[src/rtl/dxc_pkg.sv]
package dxc_pkg;
   typedef enum logic [1:0] {
      ST_IDLE     = 2'd0,
      ST_TBL_REQ  = 2'd1,
      ST_TBL_WAIT = 2'd2,
      ST_XFER     = 2'd3
   } dxc_state_e;

   localparam int unsigned CTL_EN   = 0;
   localparam int unsigned CTL_DIR  = 1;
   localparam int unsigned CTL_TC   = 8;
   localparam int unsigned CTL_MERR = 9;
   localparam int unsigned CTL_AERR = 10;

   localparam logic [2:0] SEL_CTRL  = 3'd0;
   localparam logic [2:0] SEL_CNT   = 3'd1;
   localparam logic [2:0] SEL_LADDR = 3'd2;
   localparam logic [2:0] SEL_BASE  = 3'd3;
   localparam logic [2:0] SEL_LIMIT = 3'd4;
endpackage

[src/rtl/dxc_regs.sv]
module dxc_regs
   import dxc_pkg::*;
#(
   parameter int unsigned DATA_W = 32,
   parameter int unsigned LEN_W  = 16,
   parameter bit          RD_REG = 1'b0
) (
   input  logic              clk,
   input  logic              rst_n,
   input  logic              reg_wr,
   input  logic [2:0]        reg_sel,
   input  logic [DATA_W-1:0] reg_wdata,
   output logic [DATA_W-1:0] reg_rdata,
   input  logic              ev_start,
   input  logic              ev_merr,
   input  logic              ev_aerr,
   input  logic              ev_done,
   input  logic [LEN_W-1:0]  done_len,
   output logic [DATA_W-1:0] ctrl_q,
   output logic [DATA_W-1:0] cnt_q,
   output logic [DATA_W-1:0] laddr_q,
   output logic [DATA_W-1:0] base_q,
   output logic [DATA_W-1:0] limit_q
);
   logic              hw_ctrl;
   logic [DATA_W-1:0] ctrl_hw;
   logic [DATA_W-1:0] rd_mux;

   assign hw_ctrl = ev_start | ev_aerr | ev_done;

   always_comb begin
      ctrl_hw = ctrl_q;
      if (ev_start) begin
         ctrl_hw[CTL_TC]   = 1'b0;
         ctrl_hw[CTL_MERR] = 1'b0;
         ctrl_hw[CTL_AERR] = 1'b0;
      end
      if (ev_merr) ctrl_hw[CTL_MERR] = 1'b1;
      if (ev_aerr) ctrl_hw[CTL_AERR] = 1'b1;
      if (ev_done) ctrl_hw[CTL_TC]   = 1'b1;
   end

   always_ff @(posedge clk) begin
      if (!rst_n) begin
         ctrl_q  <= '0;
         cnt_q   <= '0;
         laddr_q <= '0;
         base_q  <= '0;
         limit_q <= '0;
      end else begin
         if (hw_ctrl)                            ctrl_q <= ctrl_hw;
         else if (reg_wr && reg_sel == SEL_CTRL) ctrl_q <= reg_wdata;
         if (ev_done)                            cnt_q  <= cnt_q - DATA_W'(done_len);
         else if (reg_wr && reg_sel == SEL_CNT)  cnt_q  <= reg_wdata;
         if (reg_wr && reg_sel == SEL_LADDR) laddr_q <= reg_wdata;
         if (reg_wr && reg_sel == SEL_BASE)  base_q  <= reg_wdata;
         if (reg_wr && reg_sel == SEL_LIMIT) limit_q <= reg_wdata;
      end
   end

   always_comb begin
      unique case (reg_sel)
         SEL_CTRL:  rd_mux = ctrl_q;
         SEL_CNT:   rd_mux = cnt_q;
         SEL_LADDR: rd_mux = laddr_q;
         SEL_BASE:  rd_mux = base_q;
         SEL_LIMIT: rd_mux = limit_q;
         default:   rd_mux = '0;
      endcase
   end

   generate
      if (RD_REG) begin : g_rd_flop
         logic [DATA_W-1:0] rd_q;
         always_ff @(posedge clk) begin
            if (!rst_n) rd_q <= '0;
            else        rd_q <= rd_mux;
         end
         assign reg_rdata = rd_q;
      end else begin : g_rd_comb
         assign reg_rdata = rd_mux;
      end
   endgenerate
endmodule

[src/rtl/dxc_xlat.sv]
module dxc_xlat #(
   parameter int unsigned DATA_W      = 32,
   parameter int unsigned PAGE_BITS   = 12,
   parameter int unsigned ENTRY_SHIFT = 3,
   parameter int unsigned BASE_KEEP   = 31
) (
   input  logic [DATA_W-1:0] laddr,
   input  logic [DATA_W-1:0] base,
   input  logic [DATA_W-1:0] limit,
   input  logic [DATA_W-1:0] entry_word,
   input  logic [DATA_W-1:0] page_off,
   output logic              idx_ok,
   output logic [DATA_W-1:0] entry_addr,
   output logic [DATA_W-1:0] phys_addr
);
   localparam logic [DATA_W-1:0] PAGE_MASK = DATA_W'((64'd1 << PAGE_BITS) - 64'd1);
   localparam logic [DATA_W-1:0] BASE_MASK = DATA_W'((64'd1 << BASE_KEEP) - 64'd1);

   logic [DATA_W-1:0] page_idx;
   logic [DATA_W-1:0] n_entries;

   assign page_idx   = laddr >> PAGE_BITS;
   assign n_entries  = limit >> ENTRY_SHIFT;
   assign idx_ok     = page_idx < n_entries;
   assign entry_addr = (base & BASE_MASK) + (page_idx << ENTRY_SHIFT);
   assign phys_addr  = (entry_word & ~PAGE_MASK) | (page_off & PAGE_MASK);
endmodule

[src/rtl/dxc_fsm.sv]
module dxc_fsm
   import dxc_pkg::*;
#(
   parameter int unsigned DATA_W    = 32,
   parameter int unsigned LEN_W     = 16,
   parameter int unsigned PAGE_BITS = 12
) (
   input  logic              clk,
   input  logic              rst_n,
   input  logic              req_valid,
   input  logic              req_to_dev,
   input  logic [LEN_W-1:0]  req_len,
   output logic              req_ready,
   input  logic              ctl_en,
   input  logic              ctl_dir,
   input  logic [DATA_W-1:0] cnt,
   input  logic [DATA_W-1:0] laddr,
   input  logic              idx_ok,
   input  logic [DATA_W-1:0] entry_addr,
   input  logic [DATA_W-1:0] phys_addr,
   output logic [DATA_W-1:0] page_off,
   output logic              tbl_rd_valid,
   input  logic              tbl_rd_ready,
   output logic [DATA_W-1:0] tbl_rd_addr,
   input  logic              tbl_rsp_valid,
   input  logic              tbl_rsp_err,
   output logic              xfer_valid,
   input  logic              xfer_ready,
   output logic [DATA_W-1:0] xfer_addr,
   output logic [LEN_W-1:0]  xfer_len,
   output logic              xfer_to_dev,
   output logic              chan_err,
   output logic              ev_start,
   output logic              ev_merr,
   output logic              ev_aerr,
   output logic              ev_done
);
   localparam logic [DATA_W-1:0] PAGE_MASK = DATA_W'((64'd1 << PAGE_BITS) - 64'd1);

   dxc_state_e        state_q;
   logic              accept;
   logic              chk_ok;
   logic [LEN_W-1:0]  clip_len;
   logic [DATA_W-1:0] tbl_addr_q;
   logic [DATA_W-1:0] off_q;
   logic [DATA_W-1:0] xaddr_q;
   logic [LEN_W-1:0]  len_q;
   logic              dir_q;
   logic              err_q;
   logic              rsp_take;

   assign req_ready = (state_q == ST_IDLE);
   assign accept    = req_valid && req_ready;
   assign chk_ok    = ctl_en && (ctl_dir == req_to_dev);
   assign clip_len  = (cnt < DATA_W'(req_len)) ? cnt[LEN_W-1:0] : req_len;
   assign rsp_take  = (state_q == ST_TBL_WAIT) && tbl_rsp_valid;

   assign ev_start = accept;
   assign ev_merr  = accept && !chk_ok;
   assign ev_aerr  = (accept && chk_ok && !idx_ok) || (rsp_take && tbl_rsp_err);
   assign ev_done  = xfer_valid && xfer_ready;

   assign page_off     = off_q;
   assign tbl_rd_valid = (state_q == ST_TBL_REQ);
   assign tbl_rd_addr  = tbl_addr_q;
   assign xfer_valid   = (state_q == ST_XFER);
   assign xfer_addr    = xaddr_q;
   assign xfer_len     = len_q;
   assign xfer_to_dev  = dir_q;
   assign chan_err     = err_q;

   always_ff @(posedge clk) begin
      if (!rst_n) begin
         state_q    <= ST_IDLE;
         tbl_addr_q <= '0;
         off_q      <= '0;
         xaddr_q    <= '0;
         len_q      <= '0;
         dir_q      <= 1'b0;
         err_q      <= 1'b0;
      end else begin
         err_q <= accept && !chk_ok;
         unique case (state_q)
            ST_IDLE: begin
               if (accept && chk_ok && idx_ok) begin
                  state_q    <= ST_TBL_REQ;
                  tbl_addr_q <= entry_addr;
                  off_q      <= laddr & PAGE_MASK;
                  len_q      <= clip_len;
                  dir_q      <= req_to_dev;
               end
            end
            ST_TBL_REQ: begin
               if (tbl_rd_ready) state_q <= ST_TBL_WAIT;
            end
            ST_TBL_WAIT: begin
               if (rsp_take) begin
                  if (tbl_rsp_err) begin
                     state_q <= ST_IDLE;
                  end else begin
                     state_q <= ST_XFER;
                     xaddr_q <= phys_addr;
                  end
               end
            end
            ST_XFER: begin
               if (xfer_ready) state_q <= ST_IDLE;
            end
            default: state_q <= ST_IDLE;
         endcase
      end
   end
endmodule

[src/rtl/dma_xlat_channel.sv]
module dma_xlat_channel
   import dxc_pkg::*;
#(
   parameter int unsigned DATA_W      = 32,
   parameter int unsigned LEN_W       = 16,
   parameter int unsigned PAGE_BITS   = 12,
   parameter int unsigned ENTRY_BYTES = 8,
   parameter int unsigned BASE_KEEP   = 31,
   parameter bit          RD_REG      = 1'b0
) (
   input  logic              clk,
   input  logic              rst_n,
   input  logic              reg_wr,
   input  logic [2:0]        reg_sel,
   input  logic [DATA_W-1:0] reg_wdata,
   output logic [DATA_W-1:0] reg_rdata,
   input  logic              req_valid,
   output logic              req_ready,
   input  logic              req_to_dev,
   input  logic [LEN_W-1:0]  req_len,
   output logic              tbl_rd_valid,
   input  logic              tbl_rd_ready,
   output logic [DATA_W-1:0] tbl_rd_addr,
   input  logic              tbl_rsp_valid,
   input  logic              tbl_rsp_err,
   input  logic [DATA_W-1:0] tbl_rsp_data,
   output logic              xfer_valid,
   input  logic              xfer_ready,
   output logic [DATA_W-1:0] xfer_addr,
   output logic [LEN_W-1:0]  xfer_len,
   output logic              xfer_to_dev,
   output logic              chan_err
);
   localparam int unsigned ENTRY_SHIFT = $clog2(ENTRY_BYTES);

   if (DATA_W < 16 || DATA_W > 64) begin : g_bad_data_w
      $error("dma_xlat_channel: DATA_W out of range");
   end
   if (LEN_W > DATA_W) begin : g_bad_len_w
      $error("dma_xlat_channel: LEN_W wider than DATA_W");
   end
   if (PAGE_BITS >= DATA_W || BASE_KEEP > DATA_W) begin : g_bad_page
      $error("dma_xlat_channel: PAGE_BITS or BASE_KEEP does not fit DATA_W");
   end
   if ((1 << ENTRY_SHIFT) != ENTRY_BYTES) begin : g_bad_entry
      $error("dma_xlat_channel: ENTRY_BYTES must be a power of two");
   end
   if (CTL_AERR >= DATA_W) begin : g_bad_ctl
      $error("dma_xlat_channel: control flags do not fit DATA_W");
   end

   logic [DATA_W-1:0] ctrl_q, cnt_q, laddr_q, base_q, limit_q;
   logic              ev_start, ev_merr, ev_aerr, ev_done;
   logic              idx_ok;
   logic [DATA_W-1:0] entry_addr, phys_addr, page_off;

   dxc_regs #(.DATA_W(DATA_W), .LEN_W(LEN_W), .RD_REG(RD_REG)) u_regs (
      .clk(clk), .rst_n(rst_n),
      .reg_wr(reg_wr), .reg_sel(reg_sel), .reg_wdata(reg_wdata), .reg_rdata(reg_rdata),
      .ev_start(ev_start), .ev_merr(ev_merr), .ev_aerr(ev_aerr), .ev_done(ev_done),
      .done_len(xfer_len),
      .ctrl_q(ctrl_q), .cnt_q(cnt_q), .laddr_q(laddr_q), .base_q(base_q), .limit_q(limit_q)
   );

   dxc_xlat #(.DATA_W(DATA_W), .PAGE_BITS(PAGE_BITS), .ENTRY_SHIFT(ENTRY_SHIFT),
              .BASE_KEEP(BASE_KEEP)) u_xlat (
      .laddr(laddr_q), .base(base_q), .limit(limit_q),
      .entry_word(tbl_rsp_data), .page_off(page_off),
      .idx_ok(idx_ok), .entry_addr(entry_addr), .phys_addr(phys_addr)
   );

   dxc_fsm #(.DATA_W(DATA_W), .LEN_W(LEN_W), .PAGE_BITS(PAGE_BITS)) u_fsm (
      .clk(clk), .rst_n(rst_n),
      .req_valid(req_valid), .req_to_dev(req_to_dev), .req_len(req_len), .req_ready(req_ready),
      .ctl_en(ctrl_q[CTL_EN]), .ctl_dir(ctrl_q[CTL_DIR]), .cnt(cnt_q), .laddr(laddr_q),
      .idx_ok(idx_ok), .entry_addr(entry_addr), .phys_addr(phys_addr), .page_off(page_off),
      .tbl_rd_valid(tbl_rd_valid), .tbl_rd_ready(tbl_rd_ready), .tbl_rd_addr(tbl_rd_addr),
      .tbl_rsp_valid(tbl_rsp_valid), .tbl_rsp_err(tbl_rsp_err),
      .xfer_valid(xfer_valid), .xfer_ready(xfer_ready), .xfer_addr(xfer_addr),
      .xfer_len(xfer_len), .xfer_to_dev(xfer_to_dev), .chan_err(chan_err),
      .ev_start(ev_start), .ev_merr(ev_merr), .ev_aerr(ev_aerr), .ev_done(ev_done)
   );
endmodule

[config.mk]
export PLATFORM = sky130hd
export DESIGN_NAME = dma_xlat_channel
export DESIGN_NICKNAME = d
export VERILOG_FILES = /design/src/rtl/dxc_pkg.sv /design/src/rtl/dxc_regs.sv /design/src/rtl/dxc_xlat.sv /design/src/rtl/dxc_fsm.sv /design/src/rtl/dma_xlat_channel.sv
export SDC_FILE = /design/constraint.sdc
export NUM_CORES = 1
export LEC_CHECK = 0
export ABC_CLOCK_PERIOD_IN_PS = 6100
export BUFFER_PORTS_ARGS = -buffer_cell sky130_fd_sc_hd__buf_2
export CAP_MARGIN = 10
export CORE_MARGIN = 5
export CORE_UTILIZATION = 35
export CTS_CLUSTER_DIAMETER = 120
export DETAILED_ROUTE_END_ITERATION = 10
export GPL_TIMING_DRIVEN = 0
export HOLD_SLACK_MARGIN = 0.02
export PLACE_DENSITY = 0.54
export SETUP_SLACK_MARGIN = 0.02
export SLEW_MARGIN = 20
export SYNTH_ARGS = -nofsm -noshare
export SYNTH_HDL_FRONTEND = slang
export SYNTH_SLANG_ARGS = --single-unit
[constraint.sdc]
create_clock -name clk -period 6.1 [get_ports clk]
set_input_delay 1.22 -clock clk [delete_from_list [all_inputs] [get_ports clk]]
set_output_delay 1.22 -clock clk [all_outputs]
set_load 0.02 [all_outputs]
==> flow_summary.ini <==
[route]
postRouteAntennaNets = 0
first_iter_violations = 1251
wire_per_inst_um = 22.83
vias_per_cell = 5.505
vias = 13620
dr.pass1.iters = 5
drc = 0
drt_wl_total_mm = 56.49

[grt]
grt_remaining_overflow = 0
grt_pass1_vias = 12810
antenna_found_initial = 1
grt_max_degree = 17
grt_first_pass_wirelength_mm = 83.18
grt_usage_pct = 24.94

[layout]
nets = 2095
most-common-layout-cells = nand2_1, dfxtp_1, a21oi_1, buf_2, clkbuf_1
final_common_cell = nand2_1
area_growth_syn_to_layout_pct = 20.14
drive_gt1_share_pct = 16.57

[clock_network]
root_buffer = clkbuf_16
clk_pin_slew_ns = 0.06
cts_setup_buffers = 0
clk-insertion-delay-late_ns = 0.60
postCtsHoldBufs = 0
ctsResizeCount = 0
cts_buffer_depth = 3
cts_buffers = 30
cts_tree = yes
cts_num_sinks = 256
cts.htree.levels = 1

[floorplanning]
die_width_um = 207.0
initial_core_util_pct = 35.24
dieArea_sq_um = 42860
core_area_sq_um = 38560
ioPinCount = 209
die_y_um = 207.0
fp-row-count = 72

[worst_setup_path]
start_kind = primary input
cp_max_fo = 10
worst-setup-path-type = in2out
ff2ff_path_depth = 11
end_kind = primary output
cp.required_ns = 4.88
arrival_ns = 3.69

[yosys]
ys_types = 70
syn_area_sq_um = 13590
synth_edf_count = 0
syn_inst = 1703
yosysWarnings = 0
synth_seq_cells = 256
synthArstFlopShare_pct = 0
syn-num-nets = 1867
avgSynthCellArea_sq_um = 7.979
ys.flop_type = dfxtp_1
ys_seq_area_share_pct = 37.72

[job]
max_cap_viol_count = 0

[worst_hold_path]
hold_path_class = reg2reg
holdPathStages = 2

[pwr]
comb_power_share_pct = 10.6
p_int_mw = 3.048
swShare_pct = 26.67
power.switching_mw = 1.109
pwr-share-clk_pct = 47.9
seqPwrFrac_pct = 41.5
power_density_nw_per_um2 = 254.6
power.total_mw = 4.156
ir_drop_uv = 229.7
leakagePower_nw = 6.472

[sta]
setup_violations = 0
rsz0062_at_grt = no
setup_tns_ns = 0
finalCriticalPeriod_ns = 4.907
maxSlewViolCount = 0
hold_viol_final = 0
worstMarginPinSlew_ns = 1.052
maxSlewHeadroom_pct = 29.89
period_share_pct = 80.44
fin_skew_ns = 0.01556
timing.fmax_mhz = 203.8

[placement]
portBuffers = 196
place_congestion = 0.9723
hpwl_mm = 44.42

[outcome]
outcome = finished clean
metal layers:
layer  vias up  wire [um]  global-route usage (%)
met4         2       1389                   6.247
met3        86       4510                   4.297
met1      6548      25810                   35.73
met5         -         13                       0
li1       6461          -                       -
met2       523      24760                   39.17
cell families after synthesis:
group / count (synthesis) / synth area share [%]
adder cells (fa/ha/maj): 72 / 6.740
flip-flops: 256 / 37.72
AND/OR/NAND/NOR: 568 / 17.97
multiplexers: 91 / 7.099
AO/OA/AOI/OAI: 507 / 23.24
buffers and inverters: 180 / 5.359
XOR/XNOR: 29 / 1.869
power by group through the flow:
stage                     clock network [mW]  logic, mW  registers, mW
after global routing                    2.09      0.469           1.73
final                                   1.99      0.441           1.73
after detailed placement                   0      0.430           1.76
after CTS                               2.02      0.433           1.72
after floorplan                            0      0.261           1.75
after global placement                     0      0.426           1.76
through the flow:
stage	utilization (%)	setup slack (ns)	instances	instance area [sq um]	hold WS, ns
final	42.34	1.193	2474	16320	0.4517
after global routing	42.33	1.195	2473	16320	0.4691
after CTS	42.33	1.301	2473	16320	0.4533
after detailed placement	39.47	1.308	2417	15220	0.4445
after global placement	39.47	1.312	2417	15220	0.4394
after floorplan	-	2.321	1703	13590	0.4312
worst max-delay path, stage by stage:
cell and delay, ns:
buf_2 0.13, buf_1 0.42, buf_1 0.70, mux2_2 0.45, a22oi_1 0.34, o22ai_1 0.22
buf_2 0.21
registers in the layout, indices dropped and copies added, names as in the netlist, 2 cells and up:
signal and flops:
u_regs.limit_q 32, u_regs.laddr_q 32, u_fsm.xfer_addr 32, u_regs.base_q 32
u_regs.cnt_q 32, u_fsm.page_off 12, u_fsm.tbl_rd_addr 32, u_fsm.xfer_len 16
u_regs.ctrl_q 32, u_fsm.state_q 2
path summary, 6_finish.rpt:
| path | from | slack, ns | endpoint |
|---|---|---|---|
| min | u_fsm.xfer_addr[12] | 0.45 | u_fsm.xfer_addr[12] |
| min reg2reg | u_fsm.xfer_addr[12] | 0.45 | u_fsm.xfer_addr[12] |
| max | reg_sel[0] | 1.19 | reg_rdata[17] |
| max reg2reg | u_regs.laddr_q[12] | 2.50 | u_fsm.tbl_rd_addr[23] |
synthesized netlist by cell type (11+ instances only):
cell	count	area share, %
nand2_1	361	10
dfxtp_1	256	38
a21oi_1	208	7.7
clkbuf_1	94	2.6
nor2_1	81	2.2
ha_1	70	6.4
inv_1	68	1.9
a22oi_1	62	3.4
o21ai_0	58	2.1
mux2i_1	57	4.2
mux2_2	33	2.7
o22ai_1	33	1.5
a211oi_1	29	1.6
nand3_1	25	0.92
a21o_1	24	1.3
xnor2_1	18	1.2
a31oi_1	17	0.78
nor2b_1	15	0.69
o21a_1	15	0.83
nand2b_1	14	0.64
nor3_1	13	0.48
o211ai_1	13	0.72
xor2_1	11	0.71
cell type report:
class	instances	area, sq um
clock buffers	43	909.6
fillers	4022	22230
multi-input cells	1267	7735
diodes	1	2.502
flip-flops and latches	256	5125
inverters	69	259.0
well taps	518	648.1
plain buffers	111	469.2
clock inverters	13	195.2
repair buffers	196	980.9
Note: power is estimated with default switching activity, not from simulation.
